$ cat src/rtl/ext_ctl_pkg.sv
// Package: shared constants and types for the extension enable register.
// Assumes letter-ordered bit positions (bit 0 = A ... bit 25 = Z).
package ext_ctl_pkg;
    localparam int EXT_N  = 26;
    localparam int BIT_C  = 2;
    localparam int BIT_D  = 3;
    localparam int BIT_E  = 4;
    localparam int BIT_F  = 5;
    localparam int BIT_H  = 7;
    localparam int BIT_I  = 8;
    localparam int BIT_Q  = 16;
    localparam int BIT_S  = 18;

    typedef enum logic [1:0] {
        SEL_ISA  = 2'd0,
        SEL_MEPC = 2'd1,
        SEL_SEPC = 2'd2,
        SEL_NONE = 2'd3
    } csr_sel_e;

    // Width code reported in the two top bits of the register
    function automatic logic [1:0] width_code(input int xlen);
        if (xlen == 32)      return 2'b01;
        else if (xlen == 64) return 2'b10;
        else                 return 2'b11;
    endfunction
endpackage

$ cat src/rtl/ext_write_filter.sv
// Module: ext_write_filter
// Computes the next extension field from the current one and a write value.
// Only writable, implemented bits move. E follows ~I when both exist.
// Writes that break a dependency (D needs F, Q needs D, H needs S) leave
// the affected group at its current value. Purely combinational.
module ext_write_filter
    import ext_ctl_pkg::*;
#(
    parameter logic [EXT_N-1:0] IMPL_MASK = '1,
    parameter logic [EXT_N-1:0] WR_MASK   = '0
) (
    input  logic [EXT_N-1:0] cur,
    input  logic [EXT_N-1:0] wdata,
    output logic [EXT_N-1:0] nxt
);
    localparam logic [EXT_N-1:0] ONE      = {{(EXT_N-1){1'b0}}, 1'b1};
    localparam bit               HAS_I    = IMPL_MASK[BIT_I];
    localparam bit               HAS_E    = IMPL_MASK[BIT_E];
    localparam bit               BOTH_IE  = HAS_I && HAS_E;
    localparam logic [EXT_N-1:0] I_GATE   = BOTH_IE ? '1 : ~(ONE << BIT_I);
    localparam logic [EXT_N-1:0] WR_EFF   = WR_MASK & IMPL_MASK & ~(ONE << BIT_E) & I_GATE;

    logic [EXT_N-1:0] prop;
    logic             fp_bad;
    logic             hs_bad;

    // Merge the write into writable bits, then veto illegal combinations
    always_comb begin
        prop = (cur & ~WR_EFF) | (wdata & WR_EFF);
        if (BOTH_IE) begin
            prop[BIT_E] = ~prop[BIT_I];
        end
        fp_bad = (prop[BIT_D] & ~prop[BIT_F]) | (prop[BIT_Q] & ~prop[BIT_D]);
        hs_bad = prop[BIT_H] & ~prop[BIT_S];
        nxt    = prop;
        if (fp_bad) begin
            nxt[BIT_F] = cur[BIT_F];
            nxt[BIT_D] = cur[BIT_D];
            nxt[BIT_Q] = cur[BIT_Q];
        end
        if (hs_bad) begin
            nxt[BIT_H] = cur[BIT_H];
            nxt[BIT_S] = cur[BIT_S];
        end
    end
endmodule

$ cat src/rtl/ext_access_check.sv
// Module: ext_access_check
// Compares the extensions a decoded instruction needs against the enables.
// Assumes acc_req is meaningful only while acc_valid is high.
module ext_access_check
    import ext_ctl_pkg::*;
(
    input  logic [EXT_N-1:0] en,
    input  logic             acc_valid,
    input  logic [EXT_N-1:0] acc_req,
    output logic [EXT_N-1:0] acc_fault,
    output logic             illegal_insn
);
    // Fault every requested extension that is switched off
    always_comb begin
        acc_fault    = acc_valid ? (acc_req & ~en) : '0;
        illegal_insn = |acc_fault;
    end
endmodule

$ cat src/rtl/epc_reg.sv
// Module: epc_reg
// One exception-PC register. Stores every written bit. The view clears
// bit 0 always and bit 1 while compressed instructions are disabled.
// Assumes wr_en is already qualified by the register select.
module epc_reg #(
    parameter int XLEN = 32
) (
    input  logic            clk,
    input  logic            rst_n,
    input  logic            wr_en,
    input  logic [XLEN-1:0] wdata,
    input  logic            c_en,
    output logic [XLEN-1:0] view
);
    logic [XLEN-1:0] stored;

    // Capture the full write value, including bit 1 while C is off
    always_ff @(posedge clk) begin
        if (!rst_n) begin
            stored <= '0;
        end else if (wr_en) begin
            stored <= wdata;
        end
    end

    // Present the value with alignment masking applied
    always_comb begin
        view    = stored;
        view[0] = 1'b0;
        view[1] = stored[1] & c_en;
    end

    // the stored value moves only on a write
    p_epc_hold_r8: assert property (@(posedge clk) disable iff (!rst_n)
        !wr_en |=> $stable(stored));

    // bit 1 hidden while C is disabled
    p_epc_mask_r9: assert property (@(posedge clk) disable iff (!rst_n)
        !c_en |-> (view[1] == 1'b0));
endmodule

$ cat src/rtl/ext_enable_csr.sv
// Module: ext_enable_csr (top)
// Writable extension enable register with legal-write filtering, per-letter
// enables, access-fault flags and the two exception-PC registers.
// Assumes XLEN >= 32 and a single CSR access port.
module ext_enable_csr
    import ext_ctl_pkg::*;
#(
    parameter int                XLEN      = 32,
    parameter logic [EXT_N-1:0]  IMPL_MASK = 26'h1411BD,
    parameter logic [EXT_N-1:0]  WR_MASK   = 26'h0401AC
) (
    input  logic             clk,
    input  logic             rst_n,
    input  logic [1:0]       csr_sel,
    input  logic             csr_we,
    input  logic [XLEN-1:0]  csr_wdata,
    output logic [XLEN-1:0]  csr_rdata,
    output logic [EXT_N-1:0] ext_en,
    input  logic             acc_valid,
    input  logic [EXT_N-1:0] acc_req,
    output logic [EXT_N-1:0] acc_fault,
    output logic             illegal_insn,
    output logic [XLEN-1:0]  mepc_fetch,
    output logic [XLEN-1:0]  sepc_fetch
);
    localparam int               PAD_W   = XLEN - 2 - EXT_N;
    localparam logic [EXT_N-1:0] ONE     = {{(EXT_N-1){1'b0}}, 1'b1};
    localparam bit               BOTH_IE = IMPL_MASK[BIT_I] && IMPL_MASK[BIT_E];
    localparam logic [EXT_N-1:0] RST_EXT = IMPL_MASK & ~(BOTH_IE ? (ONE << BIT_E) : '0);
    localparam logic [EXT_N-1:0] FIXED   = ~(WR_MASK | (ONE << BIT_E) | (ONE << BIT_I));
    localparam int               N_EPC   = 2;

    csr_sel_e         sel;
    logic [EXT_N-1:0] ext_q;
    logic [EXT_N-1:0] ext_nxt;
    logic [XLEN-1:0]  epc_view [N_EPC];

    assign sel    = csr_sel_e'(csr_sel);
    assign ext_en = ext_q;

    ext_write_filter #(
        .IMPL_MASK (IMPL_MASK),
        .WR_MASK   (WR_MASK)
    ) u_filter (
        .cur   (ext_q),
        .wdata (csr_wdata[EXT_N-1:0]),
        .nxt   (ext_nxt)
    );

    // Hold the extension field; load the filtered value on a write
    always_ff @(posedge clk) begin
        if (!rst_n) begin
            ext_q <= RST_EXT;
        end else if (csr_we && sel == SEL_ISA) begin
            ext_q <= ext_nxt;
        end
    end

    ext_access_check u_acc (
        .en           (ext_q),
        .acc_valid    (acc_valid),
        .acc_req      (acc_req),
        .acc_fault    (acc_fault),
        .illegal_insn (illegal_insn)
    );

    // One exception-PC register per privilege level
    for (genvar g = 0; g < N_EPC; g++) begin : g_epc
        localparam csr_sel_e MY_SEL = (g == 0) ? SEL_MEPC : SEL_SEPC;
        epc_reg #(.XLEN(XLEN)) u_epc (
            .clk   (clk),
            .rst_n (rst_n),
            .wr_en (csr_we && sel == MY_SEL),
            .wdata (csr_wdata),
            .c_en  (ext_q[BIT_C]),
            .view  (epc_view[g])
        );
    end

    assign mepc_fetch = epc_view[0];
    assign sepc_fetch = epc_view[1];

    // Read multiplexer for the selected register
    always_comb begin
        unique case (sel)
            SEL_ISA:  csr_rdata = {width_code(XLEN), {PAD_W{1'b0}}, ext_q};
            SEL_MEPC: csr_rdata = epc_view[0];
            SEL_SEPC: csr_rdata = epc_view[1];
            default:  csr_rdata = '0;
        endcase
    end

    // fixed letters never change
    p_fixed_r2: assert property (@(posedge clk) disable iff (!rst_n)
        1'b1 |=> ((ext_q & FIXED) == ($past(ext_q) & FIXED)));

    // D is never on without F
    p_fp_dep_r4: assert property (@(posedge clk) disable iff (!rst_n)
        ext_q[BIT_D] |-> ext_q[BIT_F]);

    // H is never on without S
    p_hs_dep_r5: assert property (@(posedge clk) disable iff (!rst_n)
        ext_q[BIT_H] |-> ext_q[BIT_S]);

    // hypervisor requests trap while H is off
    p_hyp_trap_r7: assert property (@(posedge clk) disable iff (!rst_n)
        (acc_valid && acc_req[BIT_H] && !ext_en[BIT_H]) |-> illegal_insn);

    if (BOTH_IE) begin : g_ie_chk
        // exactly one of I and E is selected
        p_ie_onehot_r3: assert property (@(posedge clk) disable iff (!rst_n)
            $onehot({ext_q[BIT_I], ext_q[BIT_E]}));
    end
endmodule

$ cat config.mk
export PLATFORM = sky130hd
export DESIGN_NAME = ext_enable_csr
export DESIGN_NICKNAME = d
export VERILOG_FILES = /design/src/rtl/ext_ctl_pkg.sv /design/src/rtl/ext_write_filter.sv /design/src/rtl/ext_access_check.sv /design/src/rtl/epc_reg.sv /design/src/rtl/ext_enable_csr.sv
export SDC_FILE = /design/constraint.sdc
export NUM_CORES = 1
export LEC_CHECK = 0
export ABC_AREA = 1
export ABC_CLOCK_PERIOD_IN_PS = 900
export BUFFER_PORTS_ARGS = -buffer_cell sky130_fd_sc_hd__clkbuf_2
export CAP_MARGIN = 10
export CORE_UTILIZATION = 40
export DETAILED_ROUTE_END_ITERATION = 8
export GPL_ROUTABILITY_DRIVEN = 1
export PLACE_DENSITY = 0.72
export SYNTH_ARGS = -nofsm -noshare
export SYNTH_HDL_FRONTEND = slang
export SYNTH_SLANG_ARGS = --single-unit
$ cat constraint.sdc
create_clock -name clk -period 0.9 [get_ports clk]
set_input_delay 0.18 -clock clk [delete_from_list [all_inputs] [get_ports clk]]
set_output_delay 0.18 -clock clk [all_outputs]
set_load 0.02 [all_outputs]
* Word-level counts from Yosys, hierarchy flattened *
Cells that the tools add are included.

operators by class
  muxes and demuxes = 2
  bitwise operators = 15
  reductions and logical operators = 7
  eq/ne operators = 2

operators with widths
  cell                  count
  $pmux W32 S3          1
  $and A26 B26 Y26      1
  $mux W26              1
  $not A26 Y26          1
  $or A26 B19 Y26       1
  $reduce_or A26 Y1     1
  $not A1 Y1            6
  $and A1 B1 Y1         5
  $reduce_and A2 Y1     2
  $logic_and A1 B1 Y1   3
  $eq A2 B1 Y1 const B  1
  $eq A2 B2 Y1 const B  1
  $logic_not A2 Y1      1
  $or A1 B1 Y1          1

word-level totals
  flip-flop bits (word level) = 90
  input bits = 64
  output and inout port bits = 149

* Depth between registers and ports, before layout *
Gate-level depths: netlist of the first run.

  depth in word-level cells = 6
  depth in mapped cells = 7
  mapped depth without buffers = 6

* By module *
A second synthesis of the first run with hierarchy kept.

unflattened totals
  cells, all modules = 876
  area total of the unflattened synthesis = 5560.3 um^2

by module, submodules not included
  module            area each (um^2)  times used  cells an instance
  epc_reg           1540.2            2           230
  ext_enable_csr    1789.2            1           290
  ext_access_check  478.0             1           92
  ext_write_filter  212.7             1           34

* Least setup slack after synthesis of the first run *
OpenSTA, ideal clock, no wires.

  path type = register to output
  from = register ext_q[18] (netlist: ext_en[18])
  to = output port illegal_insn
  buffers on the path = 0
  path slack = -0.356 ns
  required time = 0.720 ns
  stages on the path, launching flop included = 6
  arrival = 1.076 ns
  cells stage by stage = dfxtp_1 -> nor2_1 -> nor2_1 -> nand2_1 -> nor2_1 -> nand2_1

on the way
  cells in the longest elaborated chain, start to end = 4

RTL lines
  element                   RTL line                RTL
  start: declaration        ext_enable_csr.sv:34    logic [EXT_N-1:0] ext_q;
  start signal: assignment  ext_enable_csr.sv:55    ext_q <= ext_nxt;
  $not A26 Y26              ext_access_check.sv:15  acc_fault = acc_valid ? (acc_req & ~en) : '0;
  $and A26 B26 Y26          ext_access_check.sv:15
  $mux W26                  ext_access_check.sv:15
  via acc_fault[18]         ext_enable_csr.sv:21    output logic [EXT_N-1:0] acc_fault,
  $reduce_or A26 Y1         ext_access_check.sv:16  illegal_insn = |acc_fault;
  end: declaration          ext_enable_csr.sv:22    output logic illegal_insn,

The timed path passes the listed nets, and every way through them passes these cells.

* Worst setup path in the final report of the first run *
  from = input port acc_valid
  to = output port illegal_insn

on the way
  cells in the longest elaborated chain, start to end = 2

RTL lines
  element             RTL line                RTL
  start: declaration  ext_enable_csr.sv:19    input logic acc_valid,
  $mux W26            ext_access_check.sv:15
  $reduce_or A26 Y1   ext_access_check.sv:16

Every way passes these cells.

==> results.yml, run 1 <==
clock_tree:
  clk_latency_ns: 0.36
  cts_tree: "done"
  clkTransAtPathRegs_ns: 0.09
  clockBufferDepth: 2
  cts.sink_count: 69
  cts_made_buffers: 9
  cts-hold-fix-buffers: 0
  clock-root-buffer: "clkbuf_8"
  htree_levels: 3
logic_synthesis:
  yosysWarnings: 0
  synth_seq_cells: 69
  syn_area_um2: 3780
  yosys.area.top_type: "dfxtp_1"
  avgSynthCellArea_um2: 7.33
  synth_cell_types: 23
  yosysTopAreaCellShare_pct: 36.5
  syn_inst: 516
  yosys-top-cells-area: "dfxtp_1 (37%), buf_4 (17%), inv_1 (8.6%)"
  ys_seq_area_share_pct: 36.5
critical_path:
  endpoint: "illegal_insn"
  worst_r2r_endpoint: "ext_en[8]"
  path_delay_family: "simple AND/OR/NAND/NOR gates"
  worstSetupEndpointType: "output pin"
  crit_chain: "clkbuf_16, buf_16, nand2_4, nand2_1, nor2_1, nand2_1, nor2_2, nand2_2, buf_6"
  reg2reg_from: "ext_en[8]"
  worst-path-stages: 9
  cp_max_fo: 6
  cp_common_cell: "nand2_1"
  critical_path_arrival_ns: 1.39
  crit_slowest_cell: "nand2_1"
  crit_start: "acc_valid"
  required_ns: 0.72
  worstRegToRegCells: 4
  cp.buffers_inverters: 3
  max_stage_delay_ns: 0.18
  critPathLaunchType: "input pin"
  r2r_setup_slack_ns: -0.10
  crit_type: "input pin to output pin"
outcome:
  violations: "negative setup slack"
  status: "finished with violations"
global_routing:
  track_usage_pct: 31.9
  grt_pass1_wl_mm: 24.0
  grt_pass1_vias: 4678
  grt_max_degree: 32
  grt_antenna_before_repair: 0
  overflow: 0
die:
  initial_core_util_pct: 41.1
  num_rows: 35
  die_area_um2: 9840
  core_um2: 9200
  chipWidth_um: 99.2
  die_height_um: 99.2
  pin_count: 213
timing:
  skew_ns: 0
  fin_ws_ns: -0.674
  slew_violations: 0
  tns_ns: -31.30
  period_needed_ns: 1.57
  rsz0062_at_grt: "yes"
  report.final.setup_viol: 138
  hold_viol: 0
  timing.fmax_mhz: 635
  post-route-period-util_pct: 175
  whs_ns: 0.111
drt:
  drc: 0
  via_count: 4879
  met1Wirelength_mm: 6.29
  routed_via_density: 5.58
  wirelength_mm: 20.3
  drt_iter0_markers: 261
  dr.pass1.iters: 5
  postRouteAntennaNets: 0
  dr.max_layer_used: "met4"
  dr_wl_met3_mm: 1.59
  wl_met2_mm: 10.6
  route.detailed.wl_per_inst_um: 23.2
layout:
  drive_above_1_share_pct: 72.0
  final_area_um2: 8130
  syn2layout_area_growth_pct: 115
  n_fill_cell: 374
  nets: 822
  diodes: 0
min_path:
  hold_class: "input pin to flop"
  min_path_cells: 3
power_and_ir_drop:
  p_leak_uw: 0.00363
  ir_drop_mv: 0.753
  powerDensity_nw_per_um2: 1250
placement:
  dp_hpwl_mm: 8.92
  place.gp.congestion: 0.878
  place_area_um2: 5570
  port_buffers: 184
run:
  cap_violations: 0
[how the worst min path moves through the flow]
stage	from	end	slack [ns]
2_1_floorplan	csr_wdata[2]	ext_en[2]	0.29
3_3_place_gp	csr_wdata[2]	ext_en[2]	0.43
3_5_place_dp	csr_wdata[2]	ext_en[2]	0.43
4_1_cts	csr_wdata[2]	ext_en[2]	0.07
5_1_grt	csr_wdata[16]	g_epc[0].u_epc.stored[16]	0.11
6_report	csr_wdata[2]	ext_en[2]	0.11
[registers in the layout, indices dropped and copies added (netlist names)]
register            count
ext_en                  7
g_epc.u_epc.stored     62
[worst register-to-register path: stages (launching register included)]
cell,delay [ns]
dfxtp_4,0.36
buf_6,0.13
buf_4,0.13
o21ai_2,0.14
nand2_1,0.12
[per-stage QoR]
step                      setup slack (ns)  power [µW]  cells  utilization, %
after floorplan                    -0.0753        4900    538               -
after global placement              -0.426        5480    815            60.5
after detailed placement            -0.470        5530    815            60.5
after CTS                           -0.541        9460    854            82.8
after global routing                -0.708       10500    874            88.4
final                               -0.674       10200    874            88.4
[routing by layer]
metal | vias up | track usage [%]
met1 | 2302 | 31.3
met3 | 153 | 6.32
met2 | 377 | 61.5
li1 | 2047 | -
met5 | - | 0
met4 | 0 | 18.9
[logic make-up after synthesis]
family	Yosys count	synth area share, %
AO/OA/AOI/OAI	157	22.7
buffers and inverters	201	30.1
flip-flops	69	36.5
other	2	0.199
AND/OR/NAND/NOR	87	10.4
[power by group]
group          internal [µW]  total [µW]  leakage [µW]  switching, µW
logic                   1700        3470       0.00292           1770
registers               3230        3390      0.000591            165
clock network           1920        3320      0.000123           1410
total                   6840       10200       0.00363           3350
[cell usage in the layout (no fill, tap or decap), types with 15 or more instances in the layout]
master / n
buf_4: 43
nand2_1: 27
inv_1: 25
o22ai_4: 21
a21oi_1: 60
buf_8: 119
buf_12: 15
o21ai_0: 46
clkbuf_2: 56
conb_1: 24
buf_6: 77
nand2_4: 26
o21ai_1: 16
inv_2: 55
dfxtp_2: 59
[synth_stat cells]
| cell | count |
|---|---|
| inv_1 | 87 |
| buf_4 | 85 |
| dfxtp_1 | 69 |
| a21oi_1 | 62 |
| nand2_1 | 59 |
| o21ai_0 | 48 |
| o22ai_1 | 21 |
| buf_2 | 16 |
| nor2_1 | 14 |
| o21ai_1 | 14 |
| o221ai_1 | 10 |
| buf_6 | 6 |
| nand3_1 | 6 |
| clkbuf_1 | 5 |
| nand3b_1 | 3 |
| conb_1 | 2 |
| inv_2 | 2 |
| nand3_4 | 2 |
| a21boi_2 | 1 |
| nand2_4 | 1 |
| nor2_4 | 1 |
| o21ai_2 | 1 |
| or2_4 | 1 |
[repair_timing]
action	4_1_cts	5_1_grt
gates cloned	4	1
hold endpoints to repair	0	0
resized for setup	436	209
setup buffers	24	35
pin swaps	34	26
endpoints found under the setup margin	127	133
[layout make-up]
type | instances | area (µm²) | share of cell area (%)
inverter | 89 | 359 | 4.41
clock buffer | 10 | 138 | 1.69
sequential | 69 | 1490 | 18.3
timing repair buffer | 321 | 3800 | 46.7
clock inverter | 6 | 109 | 1.34
multi-input combinational | 268 | 2110 | 25.9
tap | 111 | 139 | 1.71
Note: power is estimated with default switching activity, not from simulation.
==> run 2: changes to the inputs <==
--- a/config.mk
+++ b/config.mk
@@ -6,13 +6,14 @@
 export NUM_CORES = 1
 export LEC_CHECK = 0
 export ABC_AREA = 1
-export ABC_CLOCK_PERIOD_IN_PS = 900
+export ABC_CLOCK_PERIOD_IN_PS = 1390
 export BUFFER_PORTS_ARGS = -buffer_cell sky130_fd_sc_hd__clkbuf_2
 export CAP_MARGIN = 10
 export CORE_UTILIZATION = 40
 export DETAILED_ROUTE_END_ITERATION = 8
 export GPL_ROUTABILITY_DRIVEN = 1
 export PLACE_DENSITY = 0.72
+export SKIP_LAST_GASP = 1
 export SYNTH_ARGS = -nofsm -noshare
 export SYNTH_HDL_FRONTEND = slang
 export SYNTH_SLANG_ARGS = --single-unit
==> constraint.sdc (replaced) <==
create_clock -name clk -period 1.39 [get_ports clk]
set_input_delay 0.278 -clock clk [delete_from_list [all_inputs] [get_ports clk]]
set_output_delay 0.278 -clock clk [all_outputs]
set_load 0.02 [all_outputs]
==> results.yml, run 2 (same netlist as run 1, synthesis figures left out) <==
outcome:
  violations: "negative setup slack"
  status: "finished with violations"
run:
  cap_violations: 0
critical_path:
  worstSetupEndpointType: "output pin"
  required_ns: 1.11
  critical_path_arrival_ns: 1.24
  r2r_setup_slack_ns: 0.49
  crit_type: "flop to output pin"
  cp_max_fo: 5
  critPathLaunchType: "flop"
  reg2reg_from: "ext_en[5]"
  worstRegToRegCells: 4
  worst_r2r_endpoint: "ext_en[5]"
timing:
  timing.fmax_mhz: 658
  hold_viol: 0
  slew_violations: 0
  report.final.setup_viol: 5
  whs_ns: 0.203
  post-route-period-util_pct: 109
  rsz0062_at_grt: "yes"
  period_needed_ns: 1.52
  fin_ws_ns: -0.129
  skew_ns: 0
global_routing:
  track_usage_pct: 22.1
  grt_pass1_wl_mm: 17.1
  overflow: 0
  grt_max_degree: 70
  grt_antenna_before_repair: 0
  grt_pass1_vias: 3485
clock_tree:
  cts.sink_count: 69
  clock-root-buffer: "clkbuf_8"
  cts_made_buffers: 9
  cts_tree: "done"
  clkTransAtPathRegs_ns: 0.08
  clockBufferDepth: 2
  cts-hold-fix-buffers: 0
  htree_levels: 3
  clk_latency_ns: 0.34
layout:
  drive_above_1_share_pct: 46.8
  multi_input_area_um2: 1550
  syn2layout_area_growth_pct: 40.5
  mostFrequentLayoutCells: "clkbuf_2 (145), inv_1 (85), a21oi_1 (62)"
  largest_reg_flops: 62
  n_fill_cell: 829
  nets: 737
  seq_area_um2: 1420
  final_area_um2: 5310
  largest_register: "g_epc.u_epc.stored"
  diodes: 0
  final_common_cell: "clkbuf_2"
drt:
  drc: 0
  via_count: 3819
  routed_via_density: 4.85
  postRouteAntennaNets: 0
  drt_iter0_markers: 125
  wirelength_mm: 11.3
  route.detailed.wl_per_inst_um: 14.3
  dr.pass1.iters: 4
placement:
  dp_hpwl_mm: 7.95
  port_buffers: 184
  place.gp.congestion: 0.792
  place_area_um2: 4480
min_path:
  hold_class: "input pin to flop"
  worst_hold_path.endpoint: "ext_en[2]"
  min_from: "csr_wdata[2]"
  min_path_cells: 3
power_and_ir_drop:
  powerDensity_nw_per_um2: 973
  power_uw: 5170
  p_leak_uw: 0.00267
  ir_drop_mv: 0.460
die:
  pin_count: 213
  chipWidth_um: 99.2
  initial_core_util_pct: 41.1
  num_rows: 35
  core_um2: 9200
  die_area_um2: 9840
  die_height_um: 99.2
-- run 2: changes by cell type in the layout (fill, tap and decap cells not counted), moves of 9 or more --
cell      before  now
o22ai_1        0   14
o22ai_4       21    1
buf_8        119    2
nand2_1       27   49
inv_2         55    2
clkbuf_2      56  145
o221ai_4      10    1
nand2_4       26    5
dfxtp_1        2   44
buf_6         77   16
dfxtp_2       59   22
inv_1         25   85
-- run 2: worst max-delay path: stages, from the launching register on --
cell,delay [ns]
dfxtp_4,0.40
nor2_4,0.05
nor2_1,0.08
nand2_1,0.07
nor2_1,0.11
nand2_1,0.05
buf_2,0.15
-- run 2: routing by layer --
metal  GRT usage [%]  wire [µm]  vias to the layer above
met5               0          0                        -
met4            8.14        239                        0
met3            4.92        679                       20
met2            40.1       5820                      163
met1            25.4       4550                     1764
li1                -          -                     1872
-- run 2: cell type report --
class | instances | area share, %
clock inverters | 6 | 1.67
multi-input cells | 268 | 29.1
well taps | 111 | 2.61
repair buffers | 236 | 31.1
clock buffers | 9 | 2.33
inverters | 89 | 6.48
flip-flops and latches | 69 | 26.7
-- run 2: timing repair --
item	CTS	global route
gates cloned	3	0
buffers inserted	6	8
endpoints found under the setup margin	43	36
pin swaps	9	7
resized for setup	84	86
-- run 2: how the worst max path moves through the flow --
stage | start | end | slack [ns] | cells past startpoint
final | ext_en[2] | illegal_insn | -0.13 | 6
after global placement | acc_valid | illegal_insn | -0.13 | 8
after floorplan | ext_en[18] | illegal_insn | 0.04 | 5
after detailed placement | acc_valid | illegal_insn | -0.17 | 8
after CTS | ext_en[5] | illegal_insn | -0.15 | 6
after global routing | ext_en[2] | illegal_insn | -0.20 | 6
-- run 2: metrics by stage --
step	std cells	TNS, ns	util, %	worst slack, ns
6_report	788	-0.311	57.8	-0.129
5_1_grt	788	-0.748	57.8	-0.197
4_1_cts	783	-0.491	55.5	-0.150
3_5_place_dp	759	-2.01	48.7	-0.171
3_3_place_gp	759	-1.33	48.7	-0.133
2_1_floorplan	538	0	-	0.0364
-- run 2: where the power goes --
part	switching [µW]	internal (µW)	leakage, µW
logic	764	489	0.00200
registers	60.4	2080	0.000571
clock network	774	1000	0.000101
==> run 3: changes to the inputs <==
--- a/config.mk
+++ b/config.mk
@@ -13,7 +13,6 @@
 export DETAILED_ROUTE_END_ITERATION = 8
 export GPL_ROUTABILITY_DRIVEN = 1
 export PLACE_DENSITY = 0.72
-export SKIP_LAST_GASP = 1
 export SYNTH_ARGS = -nofsm -noshare
 export SYNTH_HDL_FRONTEND = slang
 export SYNTH_SLANG_ARGS = --single-unit
==> results.yml, run 3 (same netlist as run 1, synthesis figures left out) <==
critical_path:
  crit_type: "flop to output pin"
  worstSetupEndpointType: "output pin"
  critical_path_arrival_ns: 1.24
  required_ns: 1.11
  cp_max_fo: 5
  critPathLaunchType: "flop"
layout:
  nets: 735
  largest_register: "g_epc.u_epc.stored"
  drive_above_1_share_pct: 46.7
  diodes: 0
  syn2layout_area_growth_pct: 40.6
  mostFrequentLayoutCells: "clkbuf_2 (144), inv_1 (85), a21oi_1 (62)"
  fin_util_pct: 57.8
  fin_cells: 786
  largest_reg_flops: 62
  final_common_cell: "clkbuf_2"
  n_fill_cell: 827
  final_area_um2: 5320
global_routing:
  use_met3_pct: 4.85
  overflow: 0
  gr-usage-met1_pct: 25.5
  grt_max_degree: 70
  grt.busiest_layer: "met2"
  grt_pass1_vias: 3471
  track_usage_pct: 22.2
  grt_antenna_before_repair: 0
  grt_pass1_wl_mm: 17.1
  met2_usage_pct: 40.6
die:
  num_rows: 35
  pin_count: 213
  chipWidth_um: 99.2
  initial_core_util_pct: 41.1
  core_um2: 9200
  die_area_um2: 9840
  die_height_um: 99.2
power_and_ir_drop:
  switching_share_pct: 30.9
  comb_power_share_pct: 24.3
  p_seq_share_pct: 41.4
  powerDensity_nw_per_um2: 973
  p_leak_uw: 0.00267
  clkPwrFrac_pct: 34.3
  internal_power_uw: 3570
  ir_drop_mv: 0.472
  power.switching_uw: 1600
  power_uw: 5170
clock_tree:
  htree_levels: 3
  clockBufferDepth: 2
  clk_latency_ns: 0.34
  cts_tree: "done"
  cts.sink_count: 69
  cts_made_buffers: 9
  clock-root-buffer: "clkbuf_8"
  cts-hold-fix-buffers: 0
  clkTransAtPathRegs_ns: 0.08
placement:
  place.gp.congestion: 0.792
  dp_hpwl_mm: 7.95
  place_area_um2: 4480
  dp.cells: 759
  port_buffers: 184
timing:
  skew_ns: 0
  rsz0062_at_grt: "yes"
  hold_viol: 0
  fin_ws_ns: -0.128
  post-route-period-util_pct: 109
  period_needed_ns: 1.52
  report.final.setup_viol: 4
  timing.fmax_mhz: 659
  slew_violations: 0
drt:
  wirelength_mm: 11.3
  drc: 0
  drt_iter0_markers: 97
  routed_via_density: 4.86
  route.detailed.wl_per_inst_um: 14.4
  postRouteAntennaNets: 0
  dr.pass1.iters: 4
  via_count: 3821
run:
  cap_violations: 0
outcome:
  status: "finished with violations"
  violations: "negative setup slack"
min_path:
  hold_class: "input pin to flop"
run 3: changes by cell type in the layout (fill, tap and decap cells not counted):
cell,change
clkbuf_4,-1
nand2_2,-1
buf_6,+1
nand2_4,+1
buf_4,-2
clkbuf_8,+1
clkbuf_2,-1
run 3: layout make-up:
| class | instances | area, µm² | share of cell area [%] |
|---|---|---|---|
| Clock inverter | 6 | 88.8 | 1.67 |
| Clock buffer | 9 | 124 | 2.33 |
| Inverter | 89 | 344 | 6.47 |
| Multi-Input combinational cell | 268 | 1550 | 29.2 |
| Sequential cell | 69 | 1420 | 26.7 |
| Tap cell | 111 | 139 | 2.61 |
| Timing Repair Buffer | 234 | 1650 | 31.0 |
run 3: repair_timing:
action	CTS	global route
gates resized for setup	88	87
setup buffers	6	6
gates cloned	3	0
pin swaps	10	6
endpoints found under the setup margin	43	36
run 3: final timing paths:
| path | startpoint | endpoint | slack, ns | cells after the start |
|---|---|---|---|---|
| min reg2reg | g_epc[0].u_epc.stored[1] | g_epc[0].u_epc.stored[1] | 0.46 | 2 |
| min | csr_wdata[2] | ext_en[2] | 0.20 | 3 |
| max reg2reg | ext_en[5] | ext_en[5] | 0.49 | 4 |
| max | ext_en[2] | illegal_insn | -0.13 | 6 |
run 3: power by group through the flow:
stage	clock [µW]	combinational, µW	sequential [µW]
floorplan	0	801	2180
global placement	0	1040	2180
detailed placement	0	1060	2180
CTS	1800	1200	2140
global route	1910	1350	2150
finish	1770	1250	2140
run 3: critical path, cell delays in order, from the launching register on:
cell     delay (ns)
dfxtp_4        0.39
nor2_4         0.05
nor2_1         0.08
nand2_1        0.07
nor2_1         0.11
nand2_1        0.05
buf_2          0.15
run 3: per-layer routing:
metal	vias to the layer above	share of wire, %
met5	-	0
met4	0	2.3
met3	20	6.1
met2	167	52
met1	1764	40
li1	1870	-
run 3: per-stage QoR:
step | worst slack [ns] | hold slack, ns | setup TNS (ns)
3_5_place_dp | -0.171 | 0.442 | -2.01
4_1_cts | -0.150 | 0.180 | -0.419
5_1_grt | -0.197 | 0.184 | -0.664
6_report | -0.128 | 0.199 | -0.307
3_3_place_gp | -0.133 | 0.431 | -1.33
2_1_floorplan | 0.0364 | 0.391 | 0
